$ cat src/rtl/adc_dual_spi_host.sv
module adc_dual_spi_host #(
  parameter int DIV      = 4,
  parameter int CS_GAP   = 4,
  parameter int WAKE_CYC = 250
) (
  input  logic        clk,
  input  logic        rst_n,
  input  logic        alt_mode,
  input  logic        fixed_ch,
  input  logic        ref_sel,
  input  logic        dual_sel,
  input  logic [1:0]  pwr_mode,
  output logic        cs_n,
  output logic        sclk,
  output logic        mosi,
  input  logic        miso,
  output logic        res_valid,
  input  logic        res_ready,
  output logic [11:0] res_data,
  output logic        res_chan,
  output logic        res_err
);

  localparam int LONGEST = (DIV + WAKE_CYC > CS_GAP) ? DIV + WAKE_CYC : CS_GAP;
  localparam int CW = $clog2(LONGEST + 1);

  typedef enum logic [1:0] {S_GAP, S_LEAD, S_SHIFT, S_TAIL} st_t;

  st_t         st;
  logic [CW-1:0] cnt;
  logic [4:0]  half;
  logic [7:0]  ctrl;
  logic [15:0] rx;
  logic        cur_ch, prev_ch, primed;

  wire tick    = (cnt == '0);
  wire next_ch = alt_mode ? ~cur_ch : fixed_ch;

  always_ff @(posedge clk or negedge rst_n) begin
    if (!rst_n) begin
      st <= S_GAP;
      cnt <= CW'(CS_GAP - 1);
      half <= '0;
      ctrl <= '0;
      rx <= '0;
      cur_ch <= 1'b1;
      prev_ch <= 1'b0;
      primed <= 1'b0;
      cs_n <= 1'b1;
      sclk <= 1'b1;
      mosi <= 1'b0;
      res_valid <= 1'b0;
      res_data <= '0;
      res_chan <= 1'b0;
      res_err <= 1'b0;
    end else begin
      if (res_valid && res_ready) res_valid <= 1'b0;
      if (!tick) cnt <= cnt - 1'b1;
      case (st)
        S_GAP: if (tick && !res_valid) begin
          cs_n <= 1'b0;
          ctrl <= {3'b000, ref_sel, dual_sel, next_ch, pwr_mode};
          cur_ch <= next_ch;
          prev_ch <= cur_ch;
          cnt <= pwr_mode[0] ? CW'(DIV + WAKE_CYC - 1) : CW'(DIV - 1);
          st <= S_LEAD;
        end
        S_LEAD: if (tick) begin
          sclk <= 1'b0;
          mosi <= ctrl[7];
          half <= 5'd1;
          cnt <= CW'(DIV - 1);
          st <= S_SHIFT;
        end
        S_SHIFT: if (tick) begin
          cnt <= CW'(DIV - 1);
          half <= half + 1'b1;
          if (half[0]) begin
            sclk <= 1'b1;
            rx <= {rx[14:0], miso};
            if (half == 5'd31) st <= S_TAIL;
          end else begin
            sclk <= 1'b0;
            mosi <= half[4] ? 1'b0 : ctrl[~half[3:1]];
          end
        end
        S_TAIL: if (tick) begin
          cs_n <= 1'b1;
          mosi <= 1'b0;
          cnt <= CW'(CS_GAP - 1);
          st <= S_GAP;
          primed <= 1'b1;
          if (primed) begin
            res_valid <= 1'b1;
            res_data <= rx[11:0];
            res_chan <= prev_ch;
            res_err <= |rx[15:12];
          end
        end
        default: st <= S_GAP;
      endcase
    end
  end

  a_r2_sclk_rests_high: assert property (@(posedge clk) disable iff (!rst_n)
    cs_n |-> sclk);

  a_r3_mosi_steady_high: assert property (@(posedge clk) disable iff (!rst_n)
    (!cs_n && sclk && $past(sclk) && $past(!cs_n)) |-> $stable(mosi));

  a_r8_result_held: assert property (@(posedge clk) disable iff (!rst_n)
    (res_valid && !res_ready) |=> (res_valid && $stable(res_data) && $stable(res_chan) && $stable(res_err)));

  a_r8_no_start_pending: assert property (@(posedge clk) disable iff (!rst_n)
    $fell(cs_n) |-> $past(!res_valid));

  a_r6_result_at_frame_end: assert property (@(posedge clk) disable iff (!rst_n)
    $rose(res_valid) |-> $rose(cs_n));

endmodule

$ cat config.mk
export PLATFORM = sky130hd
export DESIGN_NAME = adc_dual_spi_host
export DESIGN_NICKNAME = d
export VERILOG_FILES = /design/src/rtl/adc_dual_spi_host.sv
export SDC_FILE = /design/constraint.sdc
export NUM_CORES = 1
export LEC_CHECK = 0
export ABC_AREA = 1
export BUFFER_PORTS_ARGS = -buffer_cell sky130_fd_sc_hd__buf_2
export CAP_MARGIN = 15
export CORE_ASPECT_RATIO = 2
export CORE_MARGIN = 2
export CORE_UTILIZATION = 58
export DETAILED_ROUTE_END_ITERATION = 10
export GPL_TIMING_DRIVEN = 0
export PLACE_DENSITY = 0.86
export SLEW_MARGIN = 5
export SYNTH_ARGS = -nofsm -noshare
export SYNTH_HDL_FRONTEND = slang
export SYNTH_SLANG_ARGS = --single-unit
$ cat constraint.sdc
create_clock -name clk -period 1.8 [get_ports clk]
set_input_delay 0.54 -clock clk [delete_from_list [all_inputs] [get_ports clk]]
set_output_delay 0.54 -clock clk [all_outputs]
set_load 0.05 [all_outputs]
==> metrics.md <==
| Metric | Value |
|---|---|
| Synth cell types | 28 |
| Total negative slack | 0 ns |
| Die Area | 0.005094 mm^2 |
| Drc violations | 0 |
| Area growth syn-to-layout | 17.99% |
| CP endpoint | res_data[7]$_DFFE_PN0P_ |
| Drt pass-1 iters | 4 |
| Area contributors post-synth | dfrtp_1 50%, nand2_1 12%, dfstp_2 5.0% |
| GRT overflow | 0 |
| Clock Skew | 0.005398 ns |
| Async S/R FF share, synth | 100.0% |
| Net Sw Power | 0.5119 mW |
| CTS Sinks | 57 |
| Final min period | 1.695 ns |
| Critical R2R Launch | cnt[0]$_DFF_PN1_ |
| Crit path from | cnt[0]$_DFF_PN1_ |
| Comb power frac | 1.7% |
| Hold WS | 0.2632 ns |
| Crit path DAT | 1.96 ns |
| Max Slew Vio Count | 0 |
| Critical path startpoint category | flop |
| Antenna violations before repair | 0 |
| HPWL Detailed | 3801 um |
| Worst-Margin Slew | 0.7606 ns |
| Crit. End Element | flop |
| Chip Width | 51.48 um |
| Max Buffers Root-to-Sink | 2 |
| RePlAce Congestion | 0.8161 |
| Nets@finish | 345 |
| Row count | 34 |
| Worst endpoint required time | 2.07 ns |
| Post-Syn Area | 0.002615 mm^2 |
| HP Class | primary input to async pin |
| R2r worst-path depth | 12 |
| Share of layout cells above drive strength 1 | 26.14% |
| Cell count after synthesis | 283 |
| Iteration-0 DRC Markers | 62 |
| Crit Path Class | flop to flop |
| Filler instances | 325 |
| Post-synth EDFFs | 0 |
| Synth Area per Inst | 9.240 um^2 |
| CTS tree | done |
| GRT Total Usage | 24.91% |
| Post-route ant nets | 0 |
| Clock power share | 47.2% |
| Slew Limit Headroom | 49.30% |
| Syn_nets | 303 |
| Final antenna diode count | 0 |
| Synth area leader | dfrtp_1 |
| DR vias/cell | 5.366 |
| Area after DPL | 0.002845 mm^2 |
| Drt total wl | 5451 um |
| Crit-path max FO | 10 |
| Root Driver | clkbuf_8 |
| First-pass GRT wire length | 9232 um |
| Leak | 1.553 nW |
| Clk_lat worst skew | 0.34 ns |
| Top_reg_cell synth | dfrtp_1 |
| H-tree depth | 3 |
| Vias in the first global route | 2063 |
| I/O pin cnt | 28 |
| Max_cap viols | 0 |
| Power density over the cells | 813.2 mW/mm^2 |
| Pint | 1.997 mW |
| Top-area cell type share of the netlist area | 49.76% |
| Pin count of the biggest net entering global routing | 34 |
| Initial Util | 60.27% |
| Sequential area share after synthesis | 54.78% |
| Die Y | 98.96 um |
| Final Instance Area | 0.003085 mm^2 |
| RR Endpoint | res_data[7]$_DFFE_PN0P_ |
| VDD IR max | 0.7694 mV |
| Clock slew at reported path FFs | 0.06 ns |
| DR vias | 2055 |
| FF-to-FF setup slack | 0.10 ns |
| IO buf count | 27 |
| Sw Ratio | 20.40% |
| Final setup fails | 0 |
| Fmax | 589.9 MHz |
| Status | finished, final reports clean |
| Tcrit/Tclk final | 94.17% |
| CTS Buf Count | 9 |
| CORE AREA | 0.004339 mm^2 |
| Drt wl/cell | 14.23 um |
| Yosys warnings | 0 |
| RSZ-0062 raised after global routing | no |
| Yosys reg bits | 57 |
| Sequential power share | 51.1% |
| Final hold vios | 0 |
power by group through the flow:
stage / clock network, mW / logic (mW) / registers (mW)
2_1_floorplan: 0 / 0.00139 / 1.31
3_3_place_gp: 0 / 0.0357 / 1.30
3_5_place_dp: 0 / 0.0445 / 1.30
4_1_cts: 1.20 / 0.0448 / 1.28
5_1_grt: 1.26 / 0.0503 / 1.28
6_report: 1.18 / 0.0427 / 1.28
flip-flops by register name, indices dropped and copies added (netlist names):
name       count
cnt            8
cs_n           1
ctrl           5
cur_ch         1
half           5
mosi           1
prev_ch        1
primed         1
res_chan       1
res_data      12
res_err        1
res_valid      1
rx            16
sclk           1
st             2
final cells by class:
class	instances	area, um^2	share of cell area [%]
Buffer	8	87.58	2.839
Clock buffer	12	155.1	5.028
Clock inverter	3	40.04	1.298
Inverter	29	108.9	3.528
Multi-Input combinational cell	189	1008	32.68
Sequential cell	57	1433	46.43
Tap cell	54	67.56	2.190
Timing Repair Buffer	31	185.2	6.002
kinds of logic (layout without fill, tap and decap cells):
group / Yosys count / count (layout) / share of synthesized area [%]
AND/OR/NAND/NOR: 129 / 129 / 22.01
flip-flops: 57 / 57 / 54.78
AO/OA/AOI/OAI: 45 / 45 / 9.569
buffers and inverters: 37 / 83 / 7.177
adder cells (fa/ha/maj): 10 / 10 / 4.785
XOR/XNOR: 5 / 5 / 1.675
per-stage QoR:
stage / instances / utilization, % / total power [mW] / setup slack, ns
after global placement: 364 / 64.94 / 1.341 / 0.07008
after floorplan: 283 / - / 1.307 / 0.2067
after detailed placement: 365 / 65.57 / 1.349 / 0.01755
after global routing: 383 / 71.11 / 2.593 / 0.01489
after CTS: 380 / 70.13 / 2.526 / 0.03660
final: 383 / 71.11 / 2.509 / 0.1049
critical path: stages (launching register included):
cell     delay [ns]
dfstp_2        0.53
inv_1          0.06
ha_1           0.20
nand2_2        0.09
nor2_4         0.05
buf_6          0.13
nand2_2        0.06
inv_2          0.04
nand2_2        0.07
buf_8          0.13
buf_12         0.14
nand2_2        0.05
o21ai_1        0.06
worst min path at each step:
| stage | from | depth (start not counted) | to |
|---|---|---|---|
| floorplan | rst_n | 0 | cnt[2]$_DFF_PN0_ |
| global route | rst_n | 1 | cnt[2]$_DFF_PN0_ |
| detailed placement | cs_n$_DFFE_PN1P_ | 2 | cs_n$_DFFE_PN1P_ |
| finish | rst_n | 1 | cnt[3]$_DFF_PN0_ |
| CTS | rst_n | 1 | cnt[3]$_DFF_PN0_ |
| global placement | cs_n$_DFFE_PN1P_ | 2 | cs_n$_DFFE_PN1P_ |
repair_timing:
| action | 4_1_cts | 5_1_grt |
|---|---|---|
| resized for setup | 1 | 7 |
| endpoints found under the setup margin | 2 | 25 |
| hold buffers | 0 | 0 |
| pin swaps | 0 | 1 |
| setup buffers | 0 | 3 |
synthesized netlist by cell type, types with 2 or more instances:
cell type	instances
nor2_4	2
ha_1	10
o21ai_2	5
nand4_1	4
nor2_1	7
o21ai_0	23
nand2_1	81
o21ai_1	10
nand3_1	16
nor2_2	2
xor2_1	4
dfrtp_1	52
or2_2	3
inv_2	4
buf_2	2
nor3_1	2
nand2_2	10
a21oi_1	5
inv_1	25
buf_6	4
dfstp_2	5
placed cells by master (no fill, tap or decap), types with 2 or more instances in the layout:
cell type,count
nand2_2,10
a21oi_1,5
o21ai_0,22
clkbuf_1,2
dfstp_2,5
ha_1,9
nor2_1,7
buf_6,3
or2_2,3
nand4_1,4
inv_2,4
buf_2,27
nor2_2,2
clkbuf_4,2
clkbuf_8,11
nand2_1,80
inv_1,25
o21ai_1,10
xor2_1,4
nand3_1,16
nor2_4,2
buf_4,3
nor3_1,2
o21ai_2,6
clkinv_2,2
dfrtp_1,52
layer usage:
layer	track usage, %	wire [um]	vias up
met4	13.16	157	0
met5	0	0	-
li1	-	-	983
met3	6.364	240	14
met1	27.97	2020	1012
met2	42.01	3033	46
Power figures use the tool's default switching activity.
